$ cat config.mk
export PLATFORM = sky130hd
export DESIGN_NAME = rbc_counter
export DESIGN_NICKNAME = d
export VERILOG_FILES = /design/src/rtl/rbc_pkg.sv /design/src/rtl/rbc_slice.sv /design/src/rtl/rbc_bound_cmp.sv /design/src/rtl/rbc_load_mux.sv /design/src/rtl/rbc_counter.sv
export SDC_FILE = /design/constraint.sdc
export NUM_CORES = 1
export LEC_CHECK = 0
export BUFFER_PORTS_ARGS = -buffer_cell sky130_fd_sc_hd__buf_2
export CORE_ASPECT_RATIO = 0.8
export CORE_MARGIN = 3
export CORE_UTILIZATION = 49
export CTS_CLUSTER_DIAMETER = 150
export DETAILED_ROUTE_END_ITERATION = 6
export GPL_ROUTABILITY_DRIVEN = 0
export GPL_TIMING_DRIVEN = 0
export PLACE_DENSITY = 0.85
export SETUP_SLACK_MARGIN = 0.4
export SLEW_MARGIN = 5
export SYNTH_ARGS = -nofsm -noshare
export SYNTH_HDL_FRONTEND = slang
export SYNTH_SLANG_ARGS = --single-unit
$ cat constraint.sdc
create_clock -name clk -period 2.42 [get_ports clk]
set_input_delay 0.605 -clock clk [delete_from_list [all_inputs] [get_ports clk]]
set_output_delay 0.605 -clock clk [all_outputs]
set_load 0.005 [all_outputs]
$ cat src/rtl/rbc_pkg.sv
package rbc_pkg;

    // Action chosen for one clock edge
    typedef enum logic [1:0] {
        ACT_HOLD    = 2'd0,
        ACT_STEP    = 2'd1,
        ACT_LOAD_LO = 2'd2,
        ACT_LOAD_HI = 2'd3
    } act_e;

    // Number of slices needed to cover a width
    function automatic int ceil_div(input int num, input int den);
        return (num + den - 1) / den;
    endfunction

endpackage

$ cat src/rtl/rbc_slice.sv
module rbc_slice #(
    parameter int W = 4
) (
    input  logic         clk,
    input  logic         clr,
    input  logic         load,
    input  logic [W-1:0] ld_val,
    input  logic         step_en,
    input  logic         up,
    output logic [W-1:0] q,
    output logic         carry
);

    always_ff @(posedge clk) begin
        if (clr)
            q <= '0;
        else if (load)
            q <= ld_val;
        else if (step_en)
            q <= up ? q + W'(1) : q - W'(1);
    end

    // Ripple enable to the next slice: this slice wraps on this edge
    assign carry = step_en && (up ? (&q) : (~|q));


    slice_excl_chk: assert property (@(posedge clk) disable iff (clr)
        !(load && step_en));

endmodule

$ cat src/rtl/rbc_bound_cmp.sv
module rbc_bound_cmp
    import rbc_pkg::*;
#(
    parameter int W = 7
) (
    input  logic [W-1:0] count,
    input  logic [W-1:0] lo,
    input  logic [W-1:0] hi,
    input  logic         ce,
    input  logic         up,
    output act_e         act,
    output logic         tc
);

    logic inverted, outside, at_lo, at_hi;

    assign inverted = lo > hi;
    assign outside  = (count < lo) || (count > hi);
    assign at_lo    = count == lo;
    assign at_hi    = count == hi;

    always_comb begin
        act = ACT_HOLD;
        if (ce && !inverted) begin
            if (outside)
                act = up ? ACT_LOAD_LO : ACT_LOAD_HI;
            else if (up)
                act = at_hi ? ACT_LOAD_LO : ACT_STEP;
            else
                act = at_lo ? ACT_LOAD_HI : ACT_STEP;
        end
    end

    assign tc = ce && !inverted && (up ? at_hi : at_lo);

endmodule

$ cat src/rtl/rbc_load_mux.sv
module rbc_load_mux
    import rbc_pkg::*;
#(
    parameter int W = 7
) (
    input  act_e         act,
    input  logic [W-1:0] lo,
    input  logic [W-1:0] hi,
    output logic         load,
    output logic [W-1:0] ld_val
);

    always_comb begin
        load   = 1'b0;
        ld_val = hi;
        unique case (act)
            ACT_LOAD_LO: begin load = 1'b1; ld_val = lo; end
            ACT_LOAD_HI: begin load = 1'b1; ld_val = hi; end
            default:     begin load = 1'b0; ld_val = hi; end
        endcase
    end

endmodule

$ cat src/rtl/rbc_counter.sv
module rbc_counter
    import rbc_pkg::*;
#(
    parameter int CNT_W   = 7,
    parameter int SLICE_W = 4
) (
    input  logic             clk,
    input  logic             clr,
    input  logic             ce,
    input  logic             up_dn,
    input  logic [CNT_W-1:0] lo_lim,
    input  logic [CNT_W-1:0] hi_lim,
    output logic [CNT_W-1:0] count,
    output logic             tc
);

    localparam int N_SLICES = ceil_div(CNT_W, SLICE_W);
    localparam int REG_W    = N_SLICES * SLICE_W;

    act_e               act;
    logic               do_load;
    logic [CNT_W-1:0]   ld_val;
    logic [REG_W-1:0]   ld_wide;
    logic [REG_W-1:0]   reg_q;
    logic [N_SLICES:0]  chain;

    rbc_bound_cmp #(.W(CNT_W)) u_cmp (
        .count (count),
        .lo    (lo_lim),
        .hi    (hi_lim),
        .ce    (ce),
        .up    (up_dn),
        .act   (act),
        .tc    (tc)
    );

    rbc_load_mux #(.W(CNT_W)) u_mux (
        .act    (act),
        .lo     (lo_lim),
        .hi     (hi_lim),
        .load   (do_load),
        .ld_val (ld_val)
    );

    always_comb begin
        ld_wide             = '0;
        ld_wide[CNT_W-1:0]  = ld_val;
    end

    assign chain[0] = (act == ACT_STEP);

    for (genvar i = 0; i < N_SLICES; i++) begin : g_slice
        rbc_slice #(.W(SLICE_W)) u_slice (
            .clk     (clk),
            .clr     (clr),
            .load    (do_load),
            .ld_val  (ld_wide[i*SLICE_W +: SLICE_W]),
            .step_en (chain[i]),
            .up      (up_dn),
            .q       (reg_q[i*SLICE_W +: SLICE_W]),
            .carry   (chain[i+1])
        );
    end

    assign count = reg_q[CNT_W-1:0];


    no_top_carry_chk: assert property (@(posedge clk) disable iff (clr)
        !chain[N_SLICES]);

    if (REG_W > CNT_W) begin : g_pad_chk

        pad_bits_zero_chk: assert property (@(posedge clk) disable iff (clr)
            reg_q[REG_W-1:CNT_W] == '0);
    end


    hold_idle_chk: assert property (@(posedge clk) disable iff (clr)
        !ce |=> $stable(count));


    hold_inverted_chk: assert property (@(posedge clk) disable iff (clr)
        (ce && lo_lim > hi_lim) |=> $stable(count));


    step_down_chk: assert property (@(posedge clk) disable iff (clr)
        (ce && !up_dn && count > lo_lim && count <= hi_lim)
        |=> count == $past(count) - CNT_W'(1));


    step_up_chk: assert property (@(posedge clk) disable iff (clr)
        (ce && up_dn && count >= lo_lim && count < hi_lim)
        |=> count == $past(count) + CNT_W'(1));


    wrap_down_chk: assert property (@(posedge clk) disable iff (clr)
        (ce && !up_dn && lo_lim <= hi_lim && count == lo_lim)
        |=> count == $past(hi_lim));


    wrap_up_chk: assert property (@(posedge clk) disable iff (clr)
        (ce && up_dn && lo_lim <= hi_lim && count == hi_lim)
        |=> count == $past(lo_lim));


    land_in_window_chk: assert property (@(posedge clk) disable iff (clr)
        (ce && lo_lim <= hi_lim)
        |=> (count >= $past(lo_lim) && count <= $past(hi_lim)));


    tc_gate_chk: assert property (@(posedge clk) disable iff (clr)
        tc |-> (ce && (count == lo_lim || count == hi_lim)));

endmodule

Word-level counts from Yosys, hierarchy flattened --
Cells that the tools add are included. Widths: inputs -> output; s select.
Word-level totals: bits in read-only memories 0, RAM bits 0, logic and storage cells 43, register bits after elaboration 8, memories kept 0, input port bits 18, bits in latches 0
Operators by class: reductions and logical operators 12, div/mod/pow operators 0, equality and inequality tests 5, multiplexer cells 16, add/subtract/negate cells 4, multiply operators 0, shift-type cells 0, $lt $le $gt $ge 3, bitwise operators 0
Operators with widths (count):
- $mux 4 | 4
- $eq 7x7->1 | 2
- $gt 7x7->1 | 2
- $mux 2 | 5
- $add 4x1->4 const B | 2
- $sub 4x1->4 const B | 2
- $lt 7x7->1 | 1
- $mux 7 | 1
- $mux 3 | 2
- $eq 2x2->1 const B | 2
- $mux 1 | 4
- $reduce_and 4->1 | 1
- $reduce_bool 2->1 | 2
- $reduce_or 2->1 | 2
- $reduce_or 4->1 | 1
- $logic_and 1x1->1 | 3
- $eq 2x1->1 const B | 1
- $logic_not 1->1 | 2
- $logic_or 1x1->1 | 1

Logic depth before layout (Yosys ltp) --
depth after elaboration 9, mapped depth 10

Hierarchy --
Synthesis repeated with hierarchy kept, for this count alone.
Second synthesis, totals: cell total of the unflattened synthesis 154, area, all modules 1317.5 um^2
Modules (own cells, without submodules):
- rbc_slice | seq. area each 80.1 um^2, cells an instance 35, times used 2, area each 316.6 um^2
- rbc_bound_cmp | seq. area each 0.0 um^2, cells an instance 72, times used 1, area each 533.0 um^2
- rbc_load_mux | seq. area each 0.0 um^2, cells an instance 10, times used 1, area each 133.9 um^2
- rbc_counter | seq. area each 0.0 um^2, cells an instance 2, times used 1, area each 17.5 um^2

Least setup slack after synthesis --
OpenSTA, ideal clock, no wires.
path kind input to register, from input port lo_lim[2], to register g_slice[0].u_slice.q[0], arrival time 2.314 ns, setup time 0.124 ns, stages 9, buffers on the path 0, slack -0.018 ns, cell sequence inv_1 ha_1 nor2b_4 a221oi_2 o211ai_2 a31o_4 mux2_4 a221oi_2 nor2_1
On the way: cells in the longest elaborated chain, start to end 9
RTL lines:
- from (decl) | RTL line rbc_counter.sv:11 | input logic [CNT_W-1:0] lo_lim,
- branches (longest 4 deep; another with $lt 7x7->1)
- $mux 2 (*) | RTL line rbc_bound_cmp.sv:24 | if (ce && !inverted) begin
- $eq 2x2->1 | RTL line rbc_load_mux.sv:16 | unique case (act)
- $reduce_or 2->1 (no source line)
- $mux 1 | RTL line rbc_load_mux.sv:16
- $mux 4 / $reduce_bool 2->1 (equally long branches)
- to (signal assigned) | RTL line rbc_slice.sv:18 | q <= ld_val;
- to (signal assigned) | RTL line rbc_slice.sv:20 | q <= up ? q + W'(1) : q - W'(1);
- to (decl) | RTL line rbc_slice.sv:10 | output logic [W-1:0] q,
Every way passes the cells marked *. A chain may end at the register's enable or synchronous reset.

Worst setup path in the final report --
from input port hi_lim[2], to output port tc
On the way: cells in the longest elaborated chain, start to end 4
RTL lines:
- from (decl) | RTL line rbc_counter.sv:12 | input logic [CNT_W-1:0] hi_lim,
- $gt 7x7->1 | RTL line rbc_bound_cmp.sv:17 | assign inverted = lo > hi;
- $logic_not 1->1 | RTL line rbc_bound_cmp.sv:34 | assign tc = ce && !inverted && (up ? at_hi : at_lo);
- $logic_and 1x1->1 | RTL line rbc_bound_cmp.sv:34
- $logic_and 1x1->1 (*) | RTL line rbc_bound_cmp.sv:34
- to (decl) | RTL line rbc_counter.sv:14 | output logic tc
Every way passes the cells marked *; elsewhere a longest branch is shown, timed or not.

==> impl_results.md <==
* Warnings, synthesis at 0
* Overflow after GRT at 0
* WP depth at 9
* Placed cells at 189
* Most common cell in the netlist: ha_1
* Initial drt markers at 108
* Most instantiated cells after synthesis: 23 x ha_1, 16 x inv_1, 13 x a21oi_1, 9 x nor2_1
* R2R cell count at 8
* Root Buffer: clkbuf_4
* Finished Cell Area at 1740 um^2
* Worst R2R End: g_slice[0].u_slice.q[0]
* Initial antenna violation count at 0
* Die height at 50.1 um
* Critical path's largest stage delay at 380 ps
* Layout fillers at roughly 150
* FMAX at 395 MHz
* Synth Cell Area at 1190 um^2
* Standard-cell rows at 15
* DRC Markers at 0
* Top_reg_cell synth: dfxtp_1
* Hold buffers post-CTS at 0
* Post-synth EDFFs at 0
* R2R Setup Slk at -10 ps
* DP Area at roughly 1500 um^2
* Worst Tran Pin Value at 540 ps
* Max reg flops at 7
* Top Registers: g_slice.u_slice.q x7
* CP endpoint: tc
* Crit-path most repeated cell: a21oi_2
* Post-detail-place hpwl at approximately 2.6 mm
* Avg Cell Area, Syn at 8.52 um^2
* Slowest CP cell: o41a_1
* Worst setup path start: hi_lim[2]
* CTS tree: done
* Minimum clock period at approximately 2500 ps
* Crit start category: input pin
* Crit-path max FO at 3
* Failing checks: negative setup slack
* Peak VDD IR at 0.000238 V
* Critical-path cell list: buf_8 > clkinvlp_4 > ha_4 > a21oi_2 > a21oi_2 > o41a_1 > buf_6 > nor2_4 > buf_2
* Layout cells sized above 1 at 0.497
* Top-area cell type share of the netlist area at 0.241
* Setup Skew at 5.00 ps
* Area delta synth->final at 45.8%
* Worst Setup Path Type: in2out
* Setup violators final at 4
* Core Area at approximately 2200 um^2
* Post-Layout Cell Count at 202
* Post-DR wirelength/cell at slightly below 20 um
* Post-synth ARST share at 0
* Reg clk slew, reported paths at around 50 ps
* I/O Buffers at 24
* Largest net degree at the start of global routing at 11
* Synth area leader: ha_1
* Critical path required time at 1810 ps
* Leak Pwr at 0.000748 uW
* Min-Delay Path Class: reg2reg
* Final Hold Slack at 544 ps
* Top-Level Pins at 26
* Final ANT Viol Nets at 0
* CTS H-Tree Depth at 1
* CTS sink cnt at 7
* Setup WS post-layout at -113 ps
* Top delay family on crit path: compound AO/OA/AOI/OAI gates
* Syn Nets at 183
* Die ar. at 3060 um^2
* Synth cell types at 46
* Multi-input gate area at 1180 um^2
* Avg Vias per Cell at 6.64
* Total CTS buffers at 3
* Critical path arrival at 1930 ps
* Final Max Tran Viols at 0
* Pre-Repair DR Iteration Count at 4
* FF/Latch Area at about 150 um^2
* Slew Limit Headroom at 0.639
* CP Capture Type: output port
* Largest register by flop count: g_slice.u_slice.q
* Pwr dens at 442 nW/um^2
* Reg2Reg Launch Point: g_slice[1].u_slice.q[2]
* First-pass GRT wire length at 5.92 mm
* Post-Syn Instances at 140
* Status: finished with violations
* Seq cells post-synth at 7
* Antenna cells at 0
* RSZ-0062 raised after global routing: yes
* Total Wirelength at just under 4 mm
* Top post-synthesis cells by area: ha_1 24%, dfxtp_1 12%, a21oi_1 5.5%, inv_1 5.0%, nand4_1 3.7%
* Clk_lat worst skew at 260 ps
* Final Cycle Share at 1.05
* Sequential-to-total area share from yosys stat at 0.118
* Effective utilization at floorplan at 0.534
* Max-Cap Viols at 0
* Hold Vio Cnt, Final at 0
* Clock Path Buffers at 2
* Worst Path Buf+Inv at 4
* Chip Width at 61.2 um
* NumNets Final at 221
* Vias in the first global route at 1312
* Total GRT Usage at 0.260
* Routed vias at 1341
[worst min-delay path by stage]
stage	to	from	cells after the start	slack (ps)
final	g_slice[0].u_slice.q[3]	g_slice[0].u_slice.q[3]	2	540
after global routing	g_slice[0].u_slice.q[3]	g_slice[0].u_slice.q[3]	2	590
after CTS	g_slice[0].u_slice.q[2]	g_slice[0].u_slice.q[2]	2	560
after detailed placement	g_slice[0].u_slice.q[3]	g_slice[0].u_slice.q[3]	2	570
after global placement	g_slice[0].u_slice.q[3]	g_slice[0].u_slice.q[3]	2	560
after floorplan	g_slice[0].u_slice.q[3]	g_slice[0].u_slice.q[3]	2	530
[metal layers]
layer,part of all wire,vias to the layer above,track usage
li1,-,601,-
met1,0.40,642,0.308
met2,0.47,73,0.433
met3,0.068,25,0.0445
met4,0.059,0,0.137
met5,0,-,0
[worst reg2reg max path, cell delays in order (launching register included)]
cell and delay [ps]:
dfxtp_1 380, ha_4 300, nand4_1 140, buf_4 180, or3_4 390, a31o_4 300
mux2_4 330, a221oi_2 220, nor2_1 80
[power breakdown]
part	switching (uW)	internal, uW
clock	52.0	63.5
sequential	38.9	134
combinational	239	240
total	330	438
[what timing repair did]
action	CTS	global route
endpoints found under the setup margin	8	8
gates cloned	0	1
buffers inserted	7	1
gates resized for setup	6	32
pin swaps	11	12
[final cells by class]
type	instances	share of cell area
multi-input combinational	114	0.679
timing repair buffer	33	0.143
sequential	7	0.0842
inverter	16	0.0439
tap	25	0.0180
buffer	3	0.0173
clock buffer	4	0.0151
[through the flow]
stage                util  power [uW]  TNS [ps]  setup slack (ps)
floorplan               -         438         0              94.1
global placement    0.652         519      -831              -174
detailed placement  0.652         543     -1190              -202
CTS                 0.704         681     -81.1             -81.1
global route        0.778         809      -487              -157
finish              0.778         768      -225              -113
[cells in the final DEF (no fill, tap or decap), drive strengths merged, types with 3 or more instances in the layout]
cell / count
nand4: 7
a21oi: 14
clkbuf: 5
and2: 3
a21o: 4
inv: 15
buf: 35
ha: 23
nand3: 3
dfxtp: 7
xnor2: 4
nor2: 10
nand2: 5
a211oi: 3
o21ai: 3
a31oi: 3
[cell families (layout without fill, tap and decap cells)]
group | count (synthesis) | count (layout) | synth area share
xor+xnor | 5 | 5 | 0.0367
buf+inv | 19 | 56 | 0.0693
flops | 7 | 7 | 0.118
simple gates | 38 | 38 | 0.177
compound gates | 43 | 43 | 0.295
mux | 3 | 3 | 0.0294
fa+ha+maj | 25 | 25 | 0.275
Note: power is estimated with default switching activity, not from simulation.
